===== config.mk =====
export PLATFORM = sky130hd
export DESIGN_NAME = sensor_framer
export DESIGN_NICKNAME = d
export VERILOG_FILES = /design/src/rtl/sensor_framer_pkg.sv /design/src/rtl/fmr_id_check.sv /design/src/rtl/fmr_fletcher.sv /design/src/rtl/fmr_seq.sv /design/src/rtl/sensor_framer.sv
export SDC_FILE = /design/constraint.sdc
export NUM_CORES = 1
export LEC_CHECK = 0
export BUFFER_PORTS_ARGS = -buffer_cell sky130_fd_sc_hd__buf_2
export CORE_MARGIN = 2
export CORE_UTILIZATION = 62
export DETAILED_ROUTE_END_ITERATION = 8
export PLACE_DENSITY = 0.89
export SLEW_MARGIN = 5
export SYNTH_ARGS = -nofsm -noshare
export SYNTH_HDL_FRONTEND = slang
export SYNTH_SLANG_ARGS = --single-unit

===== constraint.sdc =====
create_clock -name clk -period 12.2 [get_ports clk]
set_input_delay 2.44 -clock clk [delete_from_list [all_inputs] [get_ports clk]]
set_output_delay 2.44 -clock clk [all_outputs]
set_load 0.02 [all_outputs]

===== src/rtl/sensor_framer_pkg.sv =====
package sensor_framer_pkg;

  typedef enum logic [2:0] {
    ST_IDLE,
    ST_SYNC2,
    ST_ID,
    ST_LEN,
    ST_PAY,
    ST_CK1,
    ST_CK2
  } seq_state_t;

  typedef enum logic [2:0] {
    SEL_SYNC1,
    SEL_SYNC2,
    SEL_ID,
    SEL_LEN,
    SEL_PAY,
    SEL_CK1,
    SEL_CK2
  } byte_sel_t;

endpackage


===== src/rtl/fmr_id_check.sv =====
module fmr_id_check #(
  parameter int DW      = 8,
  parameter int NUM_IDS = 3,
  parameter logic [NUM_IDS*DW-1:0] ID_LIST = {8'h14, 8'h0C, 8'h01}
) (
  input  logic [DW-1:0] id,
  output logic          id_ok
);

  logic [NUM_IDS-1:0] hit;

  for (genvar g = 0; g < NUM_IDS; g++) begin : g_cmp
    assign hit[g] = (id == ID_LIST[g*DW +: DW]);
  end

  assign id_ok = |hit;

endmodule


===== src/rtl/fmr_fletcher.sv =====
module fmr_fletcher #(
  parameter int DW = 8
) (
  input  logic          clk,
  input  logic          rst,
  input  logic          clear,
  input  logic          en,
  input  logic [DW-1:0] din,
  output logic [DW-1:0] sum1,
  output logic [DW-1:0] sum2
);

  logic [DW-1:0] s1_next;

  assign s1_next = sum1 + din;

  always_ff @(posedge clk) begin
    if (rst || clear) begin
      sum1 <= '0;
      sum2 <= '0;
    end else if (en) begin
      sum1 <= s1_next;
      sum2 <= sum2 + s1_next;
    end
  end

  // a new frame starts both sums from zero
  p_clear_zero_r5: assert property (@(posedge clk) disable iff (rst)
    clear |=> (sum1 == '0) && (sum2 == '0));

endmodule


===== src/rtl/fmr_seq.sv =====
module fmr_seq
  import sensor_framer_pkg::*;
#(
  parameter int LW = 8
) (
  input  logic          clk,
  input  logic          rst,
  input  logic          adv,
  input  logic          req_valid,
  input  logic          id_ok,
  input  logic [LW-1:0] req_len,
  input  logic          pay_valid,
  output logic          req_ready,
  output logic          pay_ready,
  output logic          accept,
  output logic          reject,
  output logic          load,
  output byte_sel_t     sel,
  output logic          ck_clear,
  output logic          ck_en,
  output logic [LW-1:0] len_o
);

  seq_state_t    state, state_n;
  logic [LW-1:0] len_q;
  logic [LW-1:0] cnt_q;
  logic          last_pay;

  assign req_ready = (state == ST_IDLE) && adv;
  assign accept    = req_valid && req_ready;
  assign reject    = accept && !id_ok;
  assign last_pay  = (cnt_q == len_q - 1'b1);
  assign len_o     = len_q;

  always_comb begin
    state_n   = state;
    load      = 1'b0;
    sel       = SEL_SYNC1;
    ck_clear  = 1'b0;
    ck_en     = 1'b0;
    pay_ready = 1'b0;
    unique case (state)
      ST_IDLE: begin
        if (accept && id_ok) begin
          load     = 1'b1;
          sel      = SEL_SYNC1;
          ck_clear = 1'b1;
          state_n  = ST_SYNC2;
        end
      end
      ST_SYNC2: begin
        if (adv) begin
          load    = 1'b1;
          sel     = SEL_SYNC2;
          state_n = ST_ID;
        end
      end
      ST_ID: begin
        if (adv) begin
          load    = 1'b1;
          sel     = SEL_ID;
          ck_en   = 1'b1;
          state_n = ST_LEN;
        end
      end
      ST_LEN: begin
        if (adv) begin
          load    = 1'b1;
          sel     = SEL_LEN;
          ck_en   = 1'b1;
          state_n = (len_q == '0) ? ST_CK1 : ST_PAY;
        end
      end
      ST_PAY: begin
        pay_ready = adv;
        if (adv && pay_valid) begin
          load  = 1'b1;
          sel   = SEL_PAY;
          ck_en = 1'b1;
          if (last_pay) state_n = ST_CK1;
        end
      end
      ST_CK1: begin
        if (adv) begin
          load    = 1'b1;
          sel     = SEL_CK1;
          state_n = ST_CK2;
        end
      end
      ST_CK2: begin
        if (adv) begin
          load    = 1'b1;
          sel     = SEL_CK2;
          state_n = ST_IDLE;
        end
      end
      default: state_n = ST_IDLE;
    endcase
  end

  always_ff @(posedge clk) begin
    if (rst) begin
      state <= ST_IDLE;
      len_q <= '0;
      cnt_q <= '0;
    end else begin
      state <= state_n;
      if (accept) begin
        len_q <= req_len;
        cnt_q <= '0;
      end else if (load && (sel == SEL_PAY)) begin
        cnt_q <= cnt_q + 1'b1;
      end
    end
  end

  // the payload counter never reaches the requested count while payload is open
  p_cnt_bound_r4: assert property (@(posedge clk) disable iff (rst)
    (state == ST_PAY) |-> (cnt_q < len_q));

  // a zero count skips the payload phase
  p_zero_skip_r4: assert property (@(posedge clk) disable iff (rst)
    (state == ST_LEN) && adv && (len_q == '0) |=> (state == ST_CK1));

endmodule


===== src/rtl/sensor_framer.sv =====
module sensor_framer
  import sensor_framer_pkg::*;
#(
  parameter int DW      = 8,
  parameter int LW      = 8,
  parameter int NUM_IDS = 3,
  parameter logic [NUM_IDS*DW-1:0] ID_LIST = {8'h14, 8'h0C, 8'h01},
  parameter logic [DW-1:0] SYNC_A = 8'h81,
  parameter logic [DW-1:0] SYNC_B = 8'hA1
) (
  input  logic          clk,
  input  logic          rst,
  input  logic          req_valid,
  output logic          req_ready,
  input  logic [DW-1:0] req_id,
  input  logic [LW-1:0] req_len,
  input  logic          pay_valid,
  output logic          pay_ready,
  input  logic [DW-1:0] pay_data,
  output logic          out_valid,
  input  logic          out_ready,
  output logic [DW-1:0] out_data,
  output logic          bad_id
);

  localparam int PADW = (DW > LW) ? DW - LW : 0;

  logic          adv;
  logic          id_ok;
  logic          accept;
  logic          reject;
  logic          load;
  byte_sel_t     sel;
  logic          ck_clear;
  logic          ck_en;
  logic [LW-1:0] len_q;
  logic [DW-1:0] id_q;
  logic [DW-1:0] sum1;
  logic [DW-1:0] sum2;
  logic [DW-1:0] byte_n;
  logic          valid_q;
  logic [DW-1:0] data_q;
  logic          bad_q;

  assign adv = !valid_q || out_ready;

  fmr_id_check #(.DW(DW), .NUM_IDS(NUM_IDS), .ID_LIST(ID_LIST)) i_id_check (
    .id    (req_id),
    .id_ok (id_ok)
  );

  fmr_seq #(.LW(LW)) i_seq (
    .clk       (clk),
    .rst       (rst),
    .adv       (adv),
    .req_valid (req_valid),
    .id_ok     (id_ok),
    .req_len   (req_len),
    .pay_valid (pay_valid),
    .req_ready (req_ready),
    .pay_ready (pay_ready),
    .accept    (accept),
    .reject    (reject),
    .load      (load),
    .sel       (sel),
    .ck_clear  (ck_clear),
    .ck_en     (ck_en),
    .len_o     (len_q)
  );

  always_comb begin
    unique case (sel)
      SEL_SYNC1: byte_n = SYNC_A;
      SEL_SYNC2: byte_n = SYNC_B;
      SEL_ID:    byte_n = id_q;
      SEL_LEN:   byte_n = DW'({{PADW{1'b0}}, len_q});
      SEL_PAY:   byte_n = pay_data;
      SEL_CK1:   byte_n = sum1;
      SEL_CK2:   byte_n = sum2;
      default:   byte_n = '0;
    endcase
  end

  fmr_fletcher #(.DW(DW)) i_fletcher (
    .clk   (clk),
    .rst   (rst),
    .clear (ck_clear),
    .en    (ck_en),
    .din   (byte_n),
    .sum1  (sum1),
    .sum2  (sum2)
  );

  always_ff @(posedge clk) begin
    if (rst) begin
      valid_q <= 1'b0;
      data_q  <= '0;
      id_q    <= '0;
      bad_q   <= 1'b0;
    end else begin
      bad_q <= reject;
      if (accept) id_q <= req_id;
      if (load) begin
        valid_q <= 1'b1;
        data_q  <= byte_n;
      end else if (adv) begin
        valid_q <= 1'b0;
      end
    end
  end

  assign out_valid = valid_q;
  assign out_data  = data_q;
  assign bad_id    = bad_q;

  // a byte that is not taken stays on the output unchanged
  p_hold_r6: assert property (@(posedge clk) disable iff (rst)
    out_valid && !out_ready |=> out_valid && $stable(out_data));

  // payload intake is closed right after a frame is accepted
  p_pay_wait_r7: assert property (@(posedge clk) disable iff (rst)
    req_valid && req_ready |=> !pay_ready);

  // a rejected code raises the error pulse and loads no byte
  p_reject_quiet_r8: assert property (@(posedge clk) disable iff (rst)
    req_valid && req_ready && !id_ok |=> bad_id && $stable(out_data));

  // an accepted frame puts the first marker byte on the output
  p_first_sync_r2: assert property (@(posedge clk) disable iff (rst)
    req_valid && req_ready && id_ok |=> out_valid && (out_data == SYNC_A));

endmodule


==> results.py <==
metrics = {
    "drt": {
        "remaining_drc_errors": 0,
        "vias_per_cell": 5.95,
        "detailroute.via_count": 2896,
        "detail_route.first_pass.iterations": 8,
        "antenna_left": 0,
        "routedWlPerCell_um": 15.3,
        "route.final.wire_length_um": 7470,
        "drt-initial-drc-count": 255,
    },
    "global_routing": {
        "grt_antenna_before_repair": 0,
        "met3_usage_pct": 5.09,
        "met1_track_demand_over_resource_in_global_routing_pct": 36.7,
        "grt_first_pass_wirelength_um": 12500,
        "grt_start_max_net_pins": 32,
        "grtUsageTotal_pct": 28.7,
        "grt_pass1_vias": 2699,
        "busiest_layer": "met2",
        "globalRouteMet2Util_pct": 48.4,
        "grt_remaining_overflow": 0,
    },
    "floorplanning": {
        "die_w_um": 75.3,
        "floorplan.die.height_um": 75.3,
        "initial_utilization_pct": 65.4,
        "die-area_um2": 5660,
        "row_count": 25,
        "fp.coreArea_um2": 4820,
        "io-pin-count": 41,
    },
    "synth": {
        "postSynth.asyncResetShare_pct": 0,
        "seq_area_frac_synth_pct": 33.7,
        "synth_cell_type_count": 55,
        "syn-cell-area_um2": 3150,
        "post-synth-top-area-cell": "sky130_fd_sc_hd__dfxtp_1",
        "number_of_flip_flops_and_latches_in_the_synthesized_netlist": 53,
        "synthDominantCellAreaShare_pct": 33.7,
        "yosys_warnings": 0,
        "synth.top_cells.by_area": "sky130_fd_sc_hd__dfxtp_1 (34%), sky130_fd_sc_hd__nand2_1 (9.1%), sky130_fd_sc_hd__a21oi_1 (7.6%), sky130_fd_sc_hd__ha_1 (6.8%), sky130_fd_sc_hd__xnor2_1 (5.8%)",
        "syn_area_per_cell_um2": 7.99,
        "syn_inst": 394,
        "synth-edff-count": 0,
        "synth_most_common_cell": "sky130_fd_sc_hd__nand2_1",
        "synth_top_cells_by_count": "sky130_fd_sc_hd__nand2_1 (76), sky130_fd_sc_hd__dfxtp_1 (53), sky130_fd_sc_hd__a21oi_1 (48)",
        "synth_ff_type": "sky130_fd_sc_hd__dfxtp_1",
        "syn-num-nets": 442,
    },
    "finish": {
        "final_design_area_no_fill_um2": 3450,
        "multiInputGateArea_um2": 1960,
        "n_antenna_cell": 0,
        "fin_nets": 467,
        "area.growth.synth_to_final_pct": 9.58,
        "post_route_cells_drive_above_1_share_pct": 13.3,
        "filler_cell_count": 395,
        "layout.area.seq_um2": 1060,
    },
    "clocking": {
        "post_cts_setup_repair_buffer_count": 0,
        "clk-insertion-delay-late_ns": 0.31,
        "maximum_count_of_clock_buffers_along_a_single_path": 2,
        "htree_levels": 2,
        "cts_buffers": 5,
        "post_cts.resized_instances": 0,
        "clock_pin_slew_of_the_registers_on_the_worst_case_setup_and_hold_paths_ns": 0.10,
        "tritoncts": "done",
        "clockRootBuffer": "sky130_fd_sc_hd__clkbuf_8",
        "clock_sinks": 53,
        "cts_hold_buf": 0,
    },
    "pwr": {
        "static-leakage-power_uw": 0.00147,
        "sw_power_uw": 266,
        "clock_power_share_pct": 18.9,
        "power_switching_share_pct": 41.6,
        "comb_power_share_pct": 42.3,
        "pwr_density_cell_nw_per_um2": 186,
        "sequentialPowerShare_pct": 38.8,
        "cell_internal_pwr_uw": 374,
        "vdd_drop_max_v": 0.000106,
    },
    "min_path": {
        "min-delay-path-class": "flip-flop to flip-flop",
        "hold_crit_depth": 2,
        "min_to": "id_q[7]$_SDFFE_PP0P_",
        "hold_start": "id_q[7]$_SDFFE_PP0P_",
    },
    "timing": {
        "max_slew_margin_pct": 40.2,
        "skew_ns": 0.00523,
        "timing.final.setup_violations": 0,
        "fmax_mhz": 156,
        "rsz0062_at_grt": "no",
        "final_min_period_over_clock_period_pct": 52.6,
        "hold-worst-slack_ns": 0.464,
        "final_hold_viol_count": 0,
        "totalNegativeSetupSlack_ns": 0,
        "max_slew_violations": 0,
        "max_slew.worst_pin.slew_ns": 0.886,
        "fin_crit_ns": 6.41,
    },
    "setup_path": {
        "worst_ep_required_time_ns": 12.45,
        "timing.rr.end": "i_fletcher.sum2[7]$_SDFFE_PP0P_",
        "cp.arrival_ns": 6.66,
        "start_kind": "primary input",
        "worstSetupEndpointType": "flip-flop",
        "path_cells": "buf_2 > and2b_1 > nor2_1 > and3_1 > nand2_1 > o21ai_0 > a221o_1 > fa_1 > a21o_1 > a21oi_1 > xnor2_1 > ha_1 > and3_1 > a2111o_1 > a21o_1 > a21o_1 > nor3b_1 > mux2i_1 > a21o_1 > a21oi_1",
        "critPathKind": "primary input to flip-flop",
        "crit_path_max_incr_delay_ns": 0.47,
        "crit_fanout": 7,
        "timing.rr.start": "i_seq.state[1]$_SDFFE_PP0P_",
        "rr_worst_depth": 19,
        "slowest_stage": "sky130_fd_sc_hd__fa_1",
        "reg2reg_setup_slack_ns": 7.37,
        "crit_top_cell": "sky130_fd_sc_hd__a21o_1",
    },
    "run_status": {
        "outcome": "completed",
    },
    "placement": {
        "numPortBuffers": 40,
        "post-dp-hpwl_um": 5610,
        "routabilityCongestion": 0.904,
        "placed_cell_area_um2": 3340,
    },
    "job": {
        "drv_cap": 0,
    },
}
-- worst max path at each step --
stage                                                 end  slack (ns)  depth (start not counted)      start
after floorplan           i_fletcher.sum2[7]$_SDFFE_PP0P_        5.64                         21  out_ready
after global placement    i_fletcher.sum2[7]$_SDFFE_PP0P_        5.64                         20  out_ready
after detailed placement  i_fletcher.sum2[7]$_SDFFE_PP0P_        5.49                         20  out_ready
after CTS                 i_fletcher.sum2[7]$_SDFFE_PP0P_        5.81                         20  out_ready
after global routing      i_fletcher.sum2[7]$_SDFFE_PP0P_        5.44                         20  out_ready
final                     i_fletcher.sum2[7]$_SDFFE_PP0P_        5.79                         20  out_ready
-- kinds of logic (layout without fill, tap and decap cells) --
group / after synthesis / count (layout) / synth area share (%)
and+or+nand+nor: 155 / 155 / 22.5
AOI/OAI and AO/OA: 95 / 95 / 19.6
buffers and inverters: 30 / 56 / 4.05
xor gates and xnor gates: 31 / 31 / 8.62
DFF: 53 / 53 / 33.7
muxes: 11 / 11 / 3.54
adders and majority gates: 19 / 19 / 8.03
-- state kept, by name, indices dropped and copies added, names as in the netlist --
| signal | cells |
|---|---|
| i_fletcher.sum1 | 8 |
| i_fletcher.sum2 | 8 |
| i_seq.cnt_q | 8 |
| i_seq.len_o | 8 |
| id_q | 8 |
| out_data | 8 |
| i_seq.state | 3 |
| bad_id | 1 |
| out_valid | 1 |
-- metal layers --
metal  part of all wire [%]  wire, um  vias to the layer above
met5                      0         0                        -
met2                     48      3590                      137
met1                     43      3210                     1316
met4                    2.1       155                        0
met3                    7.0       520                       23
li1                       -         -                     1420
-- final cells by class --
class                      count  share of cell area (%)
multi-input combinational    311                    56.8
tap                           67                    2.43
clock inverter                 2                    1.12
timing repair buffer          41                    6.02
clock buffer                   6                    2.10
inverter                       7                   0.762
sequential                    53                    30.8
-- power groups by stage --
stage	combinational, uW	clock [uW]	sequential (uW)
after global placement	256	0	251
after CTS	268	122	247
after global routing	303	127	253
after floorplan	216	0	237
after detailed placement	267	0	251
final	271	121	249
-- per-stage QoR --
stage | setup WS (ns) | utilization [%] | instances | power, uW
2_1_floorplan | 5.64 | - | 394 | 453
3_5_place_dp | 5.49 | 69.3 | 479 | 518
6_report | 5.79 | 71.6 | 487 | 640
4_1_cts | 5.81 | 71.6 | 487 | 638
5_1_grt | 5.44 | 71.6 | 487 | 684
3_3_place_gp | 5.64 | 69.3 | 479 | 507
-- placed cells by master (no fill, tap or decap), drive strengths merged, types with 3 or more instances in the layout --
master / n
a211oi: 3
a21o: 9
a21oi: 48
a221o: 5
and2: 3
and3: 7
buf: 41
clkbuf: 6
dfxtp: 53
ha: 17
inv: 7
mux2i: 10
nand2: 76
nand2b: 4
nand3: 10
nor2: 35
nor3: 3
nor3b: 3
nor4: 4
o21ai: 11
xnor2: 21
xor2: 10
-- critical path: cells and delay by family --
kind | cells | cell delay [ns]
mux | 1 | 0.12
compound gates | 9 | 1.91
buf+inv | 1 | 0.10
simple gates | 6 | 1.11
xor+xnor | 1 | 0.18
fa+ha+maj | 2 | 0.79
(Power assumes the default switching activity.)
